### src/rtl/cc_pkg.sv
package cc_pkg;
  typedef enum logic [2:0] {
    CC_OFF       = 3'b000,
    CC_CMP_QUIET = 3'b001,
    CC_CMP_PWM   = 3'b010,
    CC_CMP_LOAD  = 3'b011,
    CC_CAP_RISE  = 3'b100,
    CC_CAP_FALL  = 3'b101,
    CC_CAP_BOTH  = 3'b110,
    CC_CAP_SW    = 3'b111
  } cc_mode_e;

  function automatic logic cc_is_cmp(cc_mode_e m);
    return (m == CC_CMP_QUIET) || (m == CC_CMP_PWM) || (m == CC_CMP_LOAD);
  endfunction

  function automatic logic cc_drives_pin(cc_mode_e m);
    return (m == CC_CMP_PWM) || (m == CC_CMP_LOAD);
  endfunction
endpackage

### src/rtl/cc_edge_sync.sv
module cc_edge_sync #(
  parameter int unsigned SyncStages = 2
) (
  input  logic clk_i,
  input  logic rst_ni,
  input  logic pin_i,
  output logic rise_o,
  output logic fall_o
);
  localparam int unsigned ChainW = SyncStages + 1;

  // last bit is the edge-detect history flop
  logic [ChainW-1:0] chain_q;

  always_ff @(posedge clk_i or negedge rst_ni) begin
    if (!rst_ni) chain_q <= '0;
    else         chain_q <= {chain_q[ChainW-2:0], pin_i};
  end

  assign rise_o =  chain_q[SyncStages-1] & ~chain_q[SyncStages];
  assign fall_o = ~chain_q[SyncStages-1] &  chain_q[SyncStages];
endmodule

### src/rtl/cc_cmp_unit.sv
module cc_cmp_unit
  import cc_pkg::*;
#(
  parameter int unsigned Width = 16
) (
  input  logic             clk_i,
  input  logic             rst_ni,
  input  cc_mode_e         mode_i,
  input  logic [Width-1:0] tmr_val_i,
  input  logic             tmr_ovf_i,
  input  logic [Width-1:0] cmp_val_i,
  input  logic             shadow_i,
  output logic             match_o,
  output logic             pin_o
);
  logic eq;
  logic match_q, pin_q;

  assign eq = (tmr_val_i == cmp_val_i);

  always_ff @(posedge clk_i or negedge rst_ni) begin
    if (!rst_ni) begin
      match_q <= 1'b0;
      pin_q   <= 1'b0;
    end else begin
      match_q <= cc_is_cmp(mode_i) & eq;
      unique case (mode_i)
        CC_CMP_PWM: begin
          if (eq)             pin_q <= 1'b1;
          else if (tmr_ovf_i) pin_q <= 1'b0;
        end
        CC_CMP_LOAD: if (eq) pin_q <= shadow_i;
        default: ;
      endcase
    end
  end

  assign match_o = match_q;
  assign pin_o   = pin_q & cc_drives_pin(mode_i);


  off_no_match_chk: assert property (@(posedge clk_i) disable iff (!rst_ni)
    ($past(mode_i) == CC_OFF) |-> !match_o);


  pwm_ovf_clear_chk: assert property (@(posedge clk_i) disable iff (!rst_ni)
    (mode_i == CC_CMP_PWM && $past(mode_i) == CC_CMP_PWM && $past(tmr_ovf_i)
     && !$past(match_q === 1'b0 ? eq : eq)) |-> !pin_o);
endmodule

### src/rtl/cc_channel.sv
module cc_channel
  import cc_pkg::*;
#(
  parameter int unsigned Width      = 16,
  parameter int unsigned SyncStages = 2
) (
  input  logic             clk_i,
  input  logic             rst_ni,
  input  logic [Width-1:0] tmr_val_i,
  input  logic             tmr_ovf_i,
  input  logic             reg_we_i,
  input  logic             reg_addr_i,
  input  logic [Width-1:0] reg_wdata_i,
  output logic [Width-1:0] reg_rdata_o,
  input  logic [2:0]       mode_i,
  input  logic             cap_pin_i,
  output logic             cmp_pin_o,
  output logic             match_o
);
  cc_mode_e         mode;
  logic [Width-1:0] reg_q;
  logic             shadow_q;
  logic             rise, fall, cap_evt, wr_reg, wr_shadow;

  assign mode      = cc_mode_e'(mode_i);
  assign wr_reg    = reg_we_i & ~reg_addr_i;
  assign wr_shadow = reg_we_i &  reg_addr_i;

  cc_edge_sync #(.SyncStages(SyncStages)) u_edge (
    .clk_i  (clk_i),
    .rst_ni (rst_ni),
    .pin_i  (cap_pin_i),
    .rise_o (rise),
    .fall_o (fall)
  );

  always_comb begin
    unique case (mode)
      CC_CAP_RISE: cap_evt = rise;
      CC_CAP_FALL: cap_evt = fall;
      CC_CAP_BOTH: cap_evt = rise | fall;
      CC_CAP_SW:   cap_evt = wr_reg;
      default:     cap_evt = 1'b0;
    endcase
  end

  always_ff @(posedge clk_i or negedge rst_ni) begin
    if (!rst_ni) begin
      reg_q    <= '0;
      shadow_q <= 1'b0;
    end else begin
      if (cap_evt)     reg_q <= tmr_val_i;
      else if (wr_reg) reg_q <= reg_wdata_i;
      if (wr_shadow)   shadow_q <= reg_wdata_i[0];
    end
  end

  assign reg_rdata_o = reg_addr_i ? {{(Width-1){1'b0}}, shadow_q} : reg_q;

  cc_cmp_unit #(.Width(Width)) u_cmp (
    .clk_i     (clk_i),
    .rst_ni    (rst_ni),
    .mode_i    (mode),
    .tmr_val_i (tmr_val_i),
    .tmr_ovf_i (tmr_ovf_i),
    .cmp_val_i (reg_q),
    .shadow_i  (shadow_q),
    .match_o   (match_o),
    .pin_o     (cmp_pin_o)
  );


  sw_capture_chk: assert property (@(posedge clk_i) disable iff (!rst_ni)
    $past(wr_reg && mode == CC_CAP_SW) |-> reg_q == $past(tmr_val_i));


  write_data_chk: assert property (@(posedge clk_i) disable iff (!rst_ni)
    $past(wr_reg && !cap_evt) |-> reg_q == $past(reg_wdata_i));


  pin_with_match_chk: assert property (@(posedge clk_i) disable iff (!rst_ni)
    (cc_drives_pin(mode) && $past(mode_i) == mode_i && $rose(cmp_pin_o)) |-> match_o);
endmodule

### config.mk
export PLATFORM = sky130hd
export DESIGN_NAME = cc_channel
export DESIGN_NICKNAME = d
export VERILOG_FILES = /design/src/rtl/cc_pkg.sv /design/src/rtl/cc_edge_sync.sv /design/src/rtl/cc_cmp_unit.sv /design/src/rtl/cc_channel.sv
export SDC_FILE = /design/constraint.sdc
export NUM_CORES = 1
export LEC_CHECK = 0
export ABC_AREA = 1
export BUFFER_PORTS_ARGS = -buffer_cell sky130_fd_sc_hd__clkbuf_2
export CAP_MARGIN = 20
export CORE_MARGIN = 2
export CORE_UTILIZATION = 48
export CTS_BUF_LIST = sky130_fd_sc_hd__clkbuf_16
export CTS_CLUSTER_DIAMETER = 50
export DETAILED_ROUTE_END_ITERATION = 8
export PLACE_DENSITY = 0.85
export SLEW_MARGIN = 0
export SYNTH_ARGS = -nofsm -noshare
export SYNTH_HDL_FRONTEND = slang
export SYNTH_SLANG_ARGS = --single-unit
### constraint.sdc
create_clock -name clk_i -period 1.9 [get_ports clk_i]
set_clock_uncertainty 0.2 [all_clocks]
set_input_delay 0.095 -clock clk_i [delete_from_list [all_inputs] [get_ports clk_i]]
set_output_delay 0.095 -clock clk_i [all_outputs]
set_load 0.005 [all_outputs]
# ---- Word-level counts from Yosys, hierarchy flattened
# Index checks and enable logic that the tools add are counted.
dict set report totals {
  out_inout_bits 18
  latch_bits 0
  word_cells 39
  memories 0
  ramBits 0
  in_bits 41
  regBits 22
  mem_bits_ro 0
}
dict set report op_classes {
  n_eq_ne 10
  n_lt_le_gt_ge 0
  bitwise_logic 10
  add_sub_neg 0
  muxes 8
  n_div 0
  shift 0
  n_mul 0
  reduce_logical 6
}
# operator count
set ops {}
lappend ops {{2-to-1 mux 16 bit} 3}
lappend ops {{equality test 16 bit} 1}
lappend ops {{equality test 3 bit (second input constant)} 4}
lappend ops {{AND 1 bit} 6}
lappend ops {{equality test 3 x 2 -> 1 bit (second input constant)} 2}
lappend ops {{one-hot mux 1 bit (4 select lines)} 1}
lappend ops {{nonzero test 2 bit} 2}
lappend ops {{equality test 3 x 1 -> 1 bit (second input constant)} 1}
lappend ops {{logical OR 1 bit} 3}
lappend ops {{2-to-1 mux 1 bit} 3}
lappend ops {{!= test 3 x 2 -> 1 bit (second input constant)} 1}
lappend ops {{inverter 1 bit} 3}
lappend ops {{AND reduction 3 bit} 1}
lappend ops {{!= test 2 x 1 -> 1 bit (second input constant)} 1}
lappend ops {{one-hot mux 1 bit (2 select lines)} 1}
lappend ops {{OR 1 bit} 1}

# ---- Logic depth before layout (Yosys ltp)
# Gate-level depths: netlist (run 1).
dict set report logic_depth {
  word_depth 5
  depth_mapped 11
  depth_no_buf 11
}

# ---- By module
# Synthesis (run 1) repeated with hierarchy kept, for this count alone.
dict set report unflattened {
  hier_cells 298
  area_unflattened_um2 1745.4
}
# module area_each_um2 instances cells_each
set modules_own_cells {}
lappend modules_own_cells {cc_channel 1193.6 1 187}
lappend modules_own_cells {cc_cmp_unit 461.7 1 104}
lappend modules_own_cells {cc_edge_sync 90.1 1 7}

# ---- Worst setup path after synthesis (run 1)
# No wires, ideal clock.
dict set report synth_timing {
  path_kind {reg2reg}
  start {reg u_edge.chain_q[1]}
  end {reg reg_q[2]}
  path_stages_with_launch 9
  t_arrival_ps 1299
  synth_period_minus_slack_ps 1629
  path_slack_ps 271
  cell_sequence {dfrtp_1 -> inv_1 -> ha_1 -> o21ai_1 -> nand3_2 -> buf_6 -> buf_6 -> nand3_1 -> o211ai_1}
}
dict set report synth_via {
  elab_chain_cells 5
}
# element line
set synth_lines {}
lappend synth_lines {{start, declared} cc_edge_sync.sv:13} ;# logic [ChainW-1:0] chain_q;
lappend synth_lines {{start signal, assigned} cc_edge_sync.sv:17} ;# else chain_q <= {chain_q[ChainW-2:0], pin_i};
lappend synth_lines {{inverter 1 bit} cc_edge_sync.sv:21} ;# assign fall_o = ~chain_q[SyncStages-1] & chain_q[SyncStages];
lappend synth_lines {{AND 1 bit} cc_edge_sync.sv:21}
lappend synth_lines {{OR 1 bit} cc_channel.sv:41} ;# CC_CAP_BOTH: cap_evt = rise | fall;
lappend synth_lines {{one-hot mux 1 bit (4 select lines) *} cc_channel.sv:38} ;# unique case (mode)
lappend synth_lines {{2-to-1 mux 16 bit or nonzero test 2 bit (tied branches)} --}
lappend synth_lines {{end signal, assigned} cc_channel.sv:52} ;# if (cap_evt) reg_q <= tmr_val_i;
lappend synth_lines {{end signal, assigned} cc_channel.sv:53} ;# else if (wr_reg) reg_q <= reg_wdata_i;
lappend synth_lines {{end, declared} cc_channel.sv:21} ;# logic [Width-1:0] reg_q;
# Mark *: on every way between the ends. The rest lies on a longest branch, timed or not.
# A chain may end at the register's enable or synchronous reset.

# ---- Final worst setup path (run 1)
dict set report layout_timing {
  start {reg u_edge.chain_q[2]}
  end {reg reg_q[7]}
}
dict set report layout_via {
  elab_chain_cells 5
}
# element line
set layout_lines {}
lappend layout_lines {{inverter 1 bit} cc_edge_sync.sv:20} ;# assign rise_o = chain_q[SyncStages-1] & ~chain_q[SyncStages];
lappend layout_lines {{AND 1 bit} cc_edge_sync.sv:20}
lappend layout_lines {{OR 1 bit} cc_channel.sv:41}
lappend layout_lines {{one-hot mux 1 bit (4 select lines) *} cc_channel.sv:38}
lappend layout_lines {{2-to-1 mux 16 bit or nonzero test 2 bit (tied branches)} --}
# Marks and branches as above.

==> results of run 1 <==
==> worst reg2reg max path: stages, from the launching register on <==
cell and delay, ps:
dfrtp_1 370, inv_1 60, ha_1 190, a21oi_1 190
o21ai_1 110, nand3_2 110, buf_12 230, nand3_1 160
o211ai_2 100
==> logic make-up after synthesis <==
kind of cell,Yosys count
and+or+nand+nor,120
buffers and inverters,48
AOI/OAI and AO/OA,25
DFF,22
adders and majority gates,2
==> where the power goes <==
part / internal (mW) / total (mW) / switching (mW)
logic: 0.229 / 0.474 / 0.245
registers: 0.532 / 0.584 / 0.0511
clock network: 0.281 / 0.450 / 0.169
total: 1.04 / 1.51 / 0.465
==> registers in the layout (all words and copies together) (netlist names) <==
register / count
u_cmp.match_o: 1
shadow_q: 1
u_edge.chain_q: 3
reg_q: 16
u_cmp.pin_q: 1
==> worst min path at each step <==
| stage | start | end | slack, ps |
|---|---|---|---|
| after floorplan | rst_ni | reg_q[0] | -400 |
| after global placement | rst_ni | u_edge.chain_q[0] | -90 |
| after detailed placement | rst_ni | reg_q[0] | -80 |
| after CTS | u_edge.chain_q[0] | u_edge.chain_q[1] | 150 |
| after global routing | u_edge.chain_q[0] | u_edge.chain_q[1] | 170 |
| final | u_edge.chain_q[0] | u_edge.chain_q[1] | 150 |
==> cell type report <==
type,instances,share of cell area
timing repair buffer,100,0.307
inverter,39,0.0628
multi-input combinational,147,0.337
tap,44,0.0236
clock buffer,3,0.0322
sequential,22,0.236
clock inverter,1,0.00161
==> placed cells by master (no fill, tap or decap), types with 2 or more instances in the layout <==
| cell type | n |
|---|---|
| dlygate4sd3_1 | 39 |
| o211ai_1 | 6 |
| clkbuf_16 | 3 |
| a21oi_1 | 3 |
| nand3_1 | 26 |
| nand3_2 | 7 |
| dfrtp_1 | 22 |
| clkbuf_2 | 58 |
| nor2_1 | 26 |
| buf_4 | 2 |
| ha_1 | 2 |
| nand2_1 | 59 |
| inv_1 | 38 |
| o211ai_2 | 10 |
==> metrics by stage <==
stage                     std cells  total power [mW]  utilization  hold slack [ps]  instance area [sq um]
after floorplan                 217             0.849            -             -401                   1540
after detailed placement        313             0.990        0.610            -80.3                   1860
after global placement          313             0.974        0.610            -94.2                   1860
after CTS                       356              1.51        0.764              151                   2330
final                           356              1.51        0.764              148                   2330
after global routing            356              1.61        0.764              167                   2330
==> repair_timing <==
| action | in CTS | in global routing |
|---|---|---|
| hold endpoints to repair | 42 | 0 |
| setup endpoints to repair | 0 | 0 |
| resized for setup | 0 | 0 |
| hold buffers | 39 | 0 |
==> metal layers <==
metal,vias to the layer above,GRT usage,wire length (microns),share of wire
met4,0,0.127,138,0.032
li1,875,-,-,-
met1,770,0.289,1720,0.40
met5,-,0,0,0
met2,54,0.453,2260,0.53
met3,16,0.0341,163,0.038
==> results.tsv, run 1 <==
metric	value	unit
crit_chain	inv_1 > ha_1 > a21oi_1 > o21ai_1 > nand3_2 > buf_12 > nand3_1 > o211ai_2	
r2r_end	reg_q[7]	
reg2reg_from	u_edge.chain_q[2]	
remaining_drc_errors	0	
routed_wl	4.28	mm
drt_iter0_drc	97	
cp_top_family	compound AO/OA/AOI/OAI gates	
tns	0	ps
cts_buffer_depth	2	
drive_gt1_frac	0.269	
crit_slowest_cell	dfrtp_1	
ant_nets	0	
dieHeight	60.7	microns
hold_class	reg2reg	
dieArea	3680	sq um
relSlewSlack	0.621	
synth_xor_area_frac	0	
critPathMaxStageDelay	370	ps
cts_tree	yes	
rows	20	
grtUsageTotal	0.251	
fin_ws	116	ps
synth.top_cells.by_area	dfrtp_1, nand2_1, inv_1	
hpwlAfterDp	2.66	mm
viasPerCell	4.82	
cts.sinks	22	
max_freq	561	MHz
leakage	1.29	nW
drv_cap	0	
peakVddDrop	0.359	mV
cp-start-kind	flop	
multi_input_area	785	sq um
synth.avg_cell_area	7.10	sq um
setup_viol	0	
gp_congestion	0.820	
r2r_setup_slack	120	ps
grt_pass1_wl	6.83	mm
async_flop_share	1.00	
r2r_cells	8	
clkTransAtPathRegs	60	ps
synth_mux_area_frac	0	
diodes	0	
hold_depth	0	
end_kind	flop	
ff_latch_area	551	sq um
cp.depth	8	
synth_cell_type_count	23	
wl_per_cell	12.0	microns
cts_buffers	3	
outcome	completed	
hold_violations	0	
cp-startpoint	u_edge.chain_q[2]	
crit_buf_inv	2	
fin_nets	356	
worst_slew_pin_slew	569	ps
synth_top_area_share	0.357	
num-fill-cells	226	
fp.dieW	60.7	microns
synth_top_family_by_area	simple AND/OR/NAND/NOR gates	
root_buffer	clkbuf_16	
crit_arrival	1760	ps
yosysMostFrequentCell	nand2_1	
port_buffers	58	
grt_max_degree	49	
start_util	0.505	
power.density	647	nW/um^2
area_growth	51.2	%
antenna_found_initial	0	
synth_commonest_cells	nand2_1, inv_1, nand3_1, nor2_1, dfrtp_1	
syn_nets	260	
crit_type	reg2reg	
ys_seq_area_frac	0.357	
critPathRequiredTime	1880	ps
grt_setup_unrepaired	no	
syn_area	1540	sq um
crit_path_max_fanout	48	
netlist_instances	217	
synthAdderAreaFrac	0.0162	
yosysWarnings	0	
postCtsSetupRepairBufs	0	
yosys.area.top_type	dfrtp_1	
synth_flop_cell	dfrtp_1	
vias	1715	
crit_end	reg_q[7]	
pre_cts_slack	219	ps
synth_seq_cells	22	
coreArea	3050	sq um
overflow	0	
synth_enable_flop_cells	0	
synth_compound_area_frac	0.147	
fin_crit_sh	0.939	
synthSimpleGateAreaFrac	0.346	
design.portCount	59	
slew_violations	0	
htreeDepth	1	
clk_latency	260	ps
grt_pass1_vias	1629	
timing.final.crit_period	1780	ps
first_pass_iters	4	
Power figures use the tool's default switching activity.
==> run 2: changes to the inputs <==
--- a/config.mk
+++ b/config.mk
@@ -6,14 +6,14 @@
 export NUM_CORES = 1
 export LEC_CHECK = 0
 export ABC_AREA = 1
-export BUFFER_PORTS_ARGS = -buffer_cell sky130_fd_sc_hd__clkbuf_2
 export CAP_MARGIN = 20
 export CORE_MARGIN = 2
 export CORE_UTILIZATION = 48
 export CTS_BUF_LIST = sky130_fd_sc_hd__clkbuf_16
 export CTS_CLUSTER_DIAMETER = 50
 export DETAILED_ROUTE_END_ITERATION = 8
-export PLACE_DENSITY = 0.85
+export DONT_BUFFER_PORTS = 1
+export PLACE_DENSITY = 0.69
 export SLEW_MARGIN = 0
 export SYNTH_ARGS = -nofsm -noshare
 export SYNTH_HDL_FRONTEND = slang
==> run 2 against run 1 <==
Maximum frequency is 1.9% higher. Die area stayed put. Via count is 13% lower. Largest cell class unchanged. Global-route usage is 2.7 points lower.
==> results.tsv, run 2 (synthesized netlist as in run 1, its figures left out) <==
metric	value	unit	change
fin_ws	149	ps	was 116 ps
cts_resized	0		unchanged
relSlewSlack	0.588		was 0.621
ant_nets	0		unchanged
final_cell_mix	nand2_1, dlygate4sd3_1, inv_1		was nand2_1, clkbuf_2, dlygate4sd3_1
design.portCount	59		unchanged
drive_gt1_frac	0.102		was 0.269
htreeDepth	1		unchanged
root_buffer	clkbuf_16		unchanged
vias	1500		was 1715
first_pass_iters	4		unchanged
crit_arrival	1680	ps	was 1760 ps
rows	20		unchanged
cts.sinks	22		unchanged
coreArea	3050	sq um	unchanged
cts_buffer_depth	2		unchanged
end_kind	flop		unchanged
antenna_found_initial	0		unchanged
layout_commonest_cell	nand2_1		unchanged
dieHeight	60.7	microns	unchanged
critPathRequiredTime	1830	ps	was 1880 ps
hpwlAfterDp	2.38	mm	was 2.66 mm
outcome	completed		unchanged
power.density	683	nW/um^2	was 647 nW/um^2
dieArea	3680	sq um	unchanged
area_growth	34.7	%	was 51.2%
cp-start-kind	flop		unchanged
leakage	1.06	nW	was 1.29 nW
viasPerCell	5.02		was 4.82
setup_viol	0		unchanged
num-fill-cells	266		was 226
grt_pass1_wl	6.21	mm	was 6.83 mm
cts_buffers	3		unchanged
peakVddDrop	0.525	mV	was 0.359 mV
overflow	0		unchanged
gp_congestion	0.743		was 0.820
crit_path_max_fanout	27		was 48
timing.final.crit_period	1750	ps	was 1780 ps
cts_tree	yes		unchanged
start_util	0.505		unchanged
fin_crit_sh	0.922		was 0.939
grt_max_degree	28		was 49
grt_setup_unrepaired	no		unchanged
top_register	reg_q		unchanged
slew_violations	0		unchanged
largest_register_ff_count	16		unchanged
worst_slew_pin_slew	617	ps	was 569 ps
reg_top3	reg_q x16, u_edge.chain_q x3		unchanged
tns	0	ps	unchanged
remaining_drc_errors	0		unchanged
hold_violations	0		unchanged
port_buffers	0		was 58
drt_iter0_drc	66		was 97
drv_cap	0		unchanged
grt_pass1_vias	1493		was 1629
crit_type	reg2reg		unchanged
clk_latency	250	ps	was 260 ps
max_freq	571	MHz	was 561 MHz
routed_wl	3.86	mm	was 4.28 mm
clkTransAtPathRegs	60	ps	about the same
diodes	0		unchanged
pre_cts_slack	190	ps	was 219 ps
fin_nets	300		was 356
grtUsageTotal	0.225		was 0.251
wl_per_cell	12.9	microns	was 12.0 microns
fp.dieW	60.7	microns	unchanged
hold_class	in2async		was reg2reg
## run 2: cell count changes in the layout (fill, tap and decap cells not counted), sizes merged
cell         change
clkinv           -1
dlygate4sd3      +2
clkbuf          -58
## run 2: repair_timing
action | CTS | global route
hold buffers | 41 | 0
setup buffers | 0 | 0
endpoints found under the hold margin | 42 | 0
## run 2: worst paths after layout
| path | startpoint | to | slack (ps) | cells after the start |
|---|---|---|---|---|
| min | rst_ni | u_edge.chain_q[0] | 30 | 1 |
| max in group asynchronous | rst_ni | reg_q[6] | 1010 | 2 |
| max reg2reg | u_edge.chain_q[1] | reg_q[2] | 150 | 7 |
| min reg2reg | u_edge.chain_q[0] | u_edge.chain_q[1] | 150 | 0 |
| max | u_edge.chain_q[1] | reg_q[2] | 150 | 7 |
| min in group clk_i | reg_addr_i | reg_rdata_o[1] | 30 | 1 |
## run 2: cell type report
cell class | count | area [sq um] | area share
multi-input cells | 147 | 785 | 0.378
inverters | 39 | 146 | 0.0705
well taps | 44 | 55.1 | 0.0265
repair buffers | 44 | 465 | 0.224
flip-flops and latches | 22 | 551 | 0.265
clock buffers | 3 | 75.1 | 0.0361
## run 2: metrics by stage
step	util	power, mW	cells	instance area, sq um	hold slack [ps]
2_1_floorplan	-	0.849	217	1540	-401
3_3_place_gp	0.516	0.893	254	1580	-400
3_5_place_dp	0.516	0.898	254	1580	-400
4_1_cts	0.675	1.42	298	2060	24.2
5_1_grt	0.680	1.51	299	2080	28.3
6_report	0.680	1.42	299	2080	25.6
## run 2: critical path, stage by stage (launching register included)
cell and delay (ps):
dfrtp_1 380, inv_1 60, ha_1 280, o21ai_1 150, nand3_2 160, buf_12 200
nand3_1 90, o211ai_1 100
## run 2: routing by layer
metal	up-vias	GRT usage	wire length, microns
li1	762	-	-
met1	694	0.279	1730
met2	38	0.402	1960
met3	6	0.0277	133
met4	0	0.0745	36
met5	-	0	0
## run 2: power by group
group	switching [mW]	total, mW	internal, mW
combinational	0.207	0.395	0.187
clock	0.163	0.440	0.278
sequential	0.0502	0.583	0.533
total	0.420	1.42	0.998
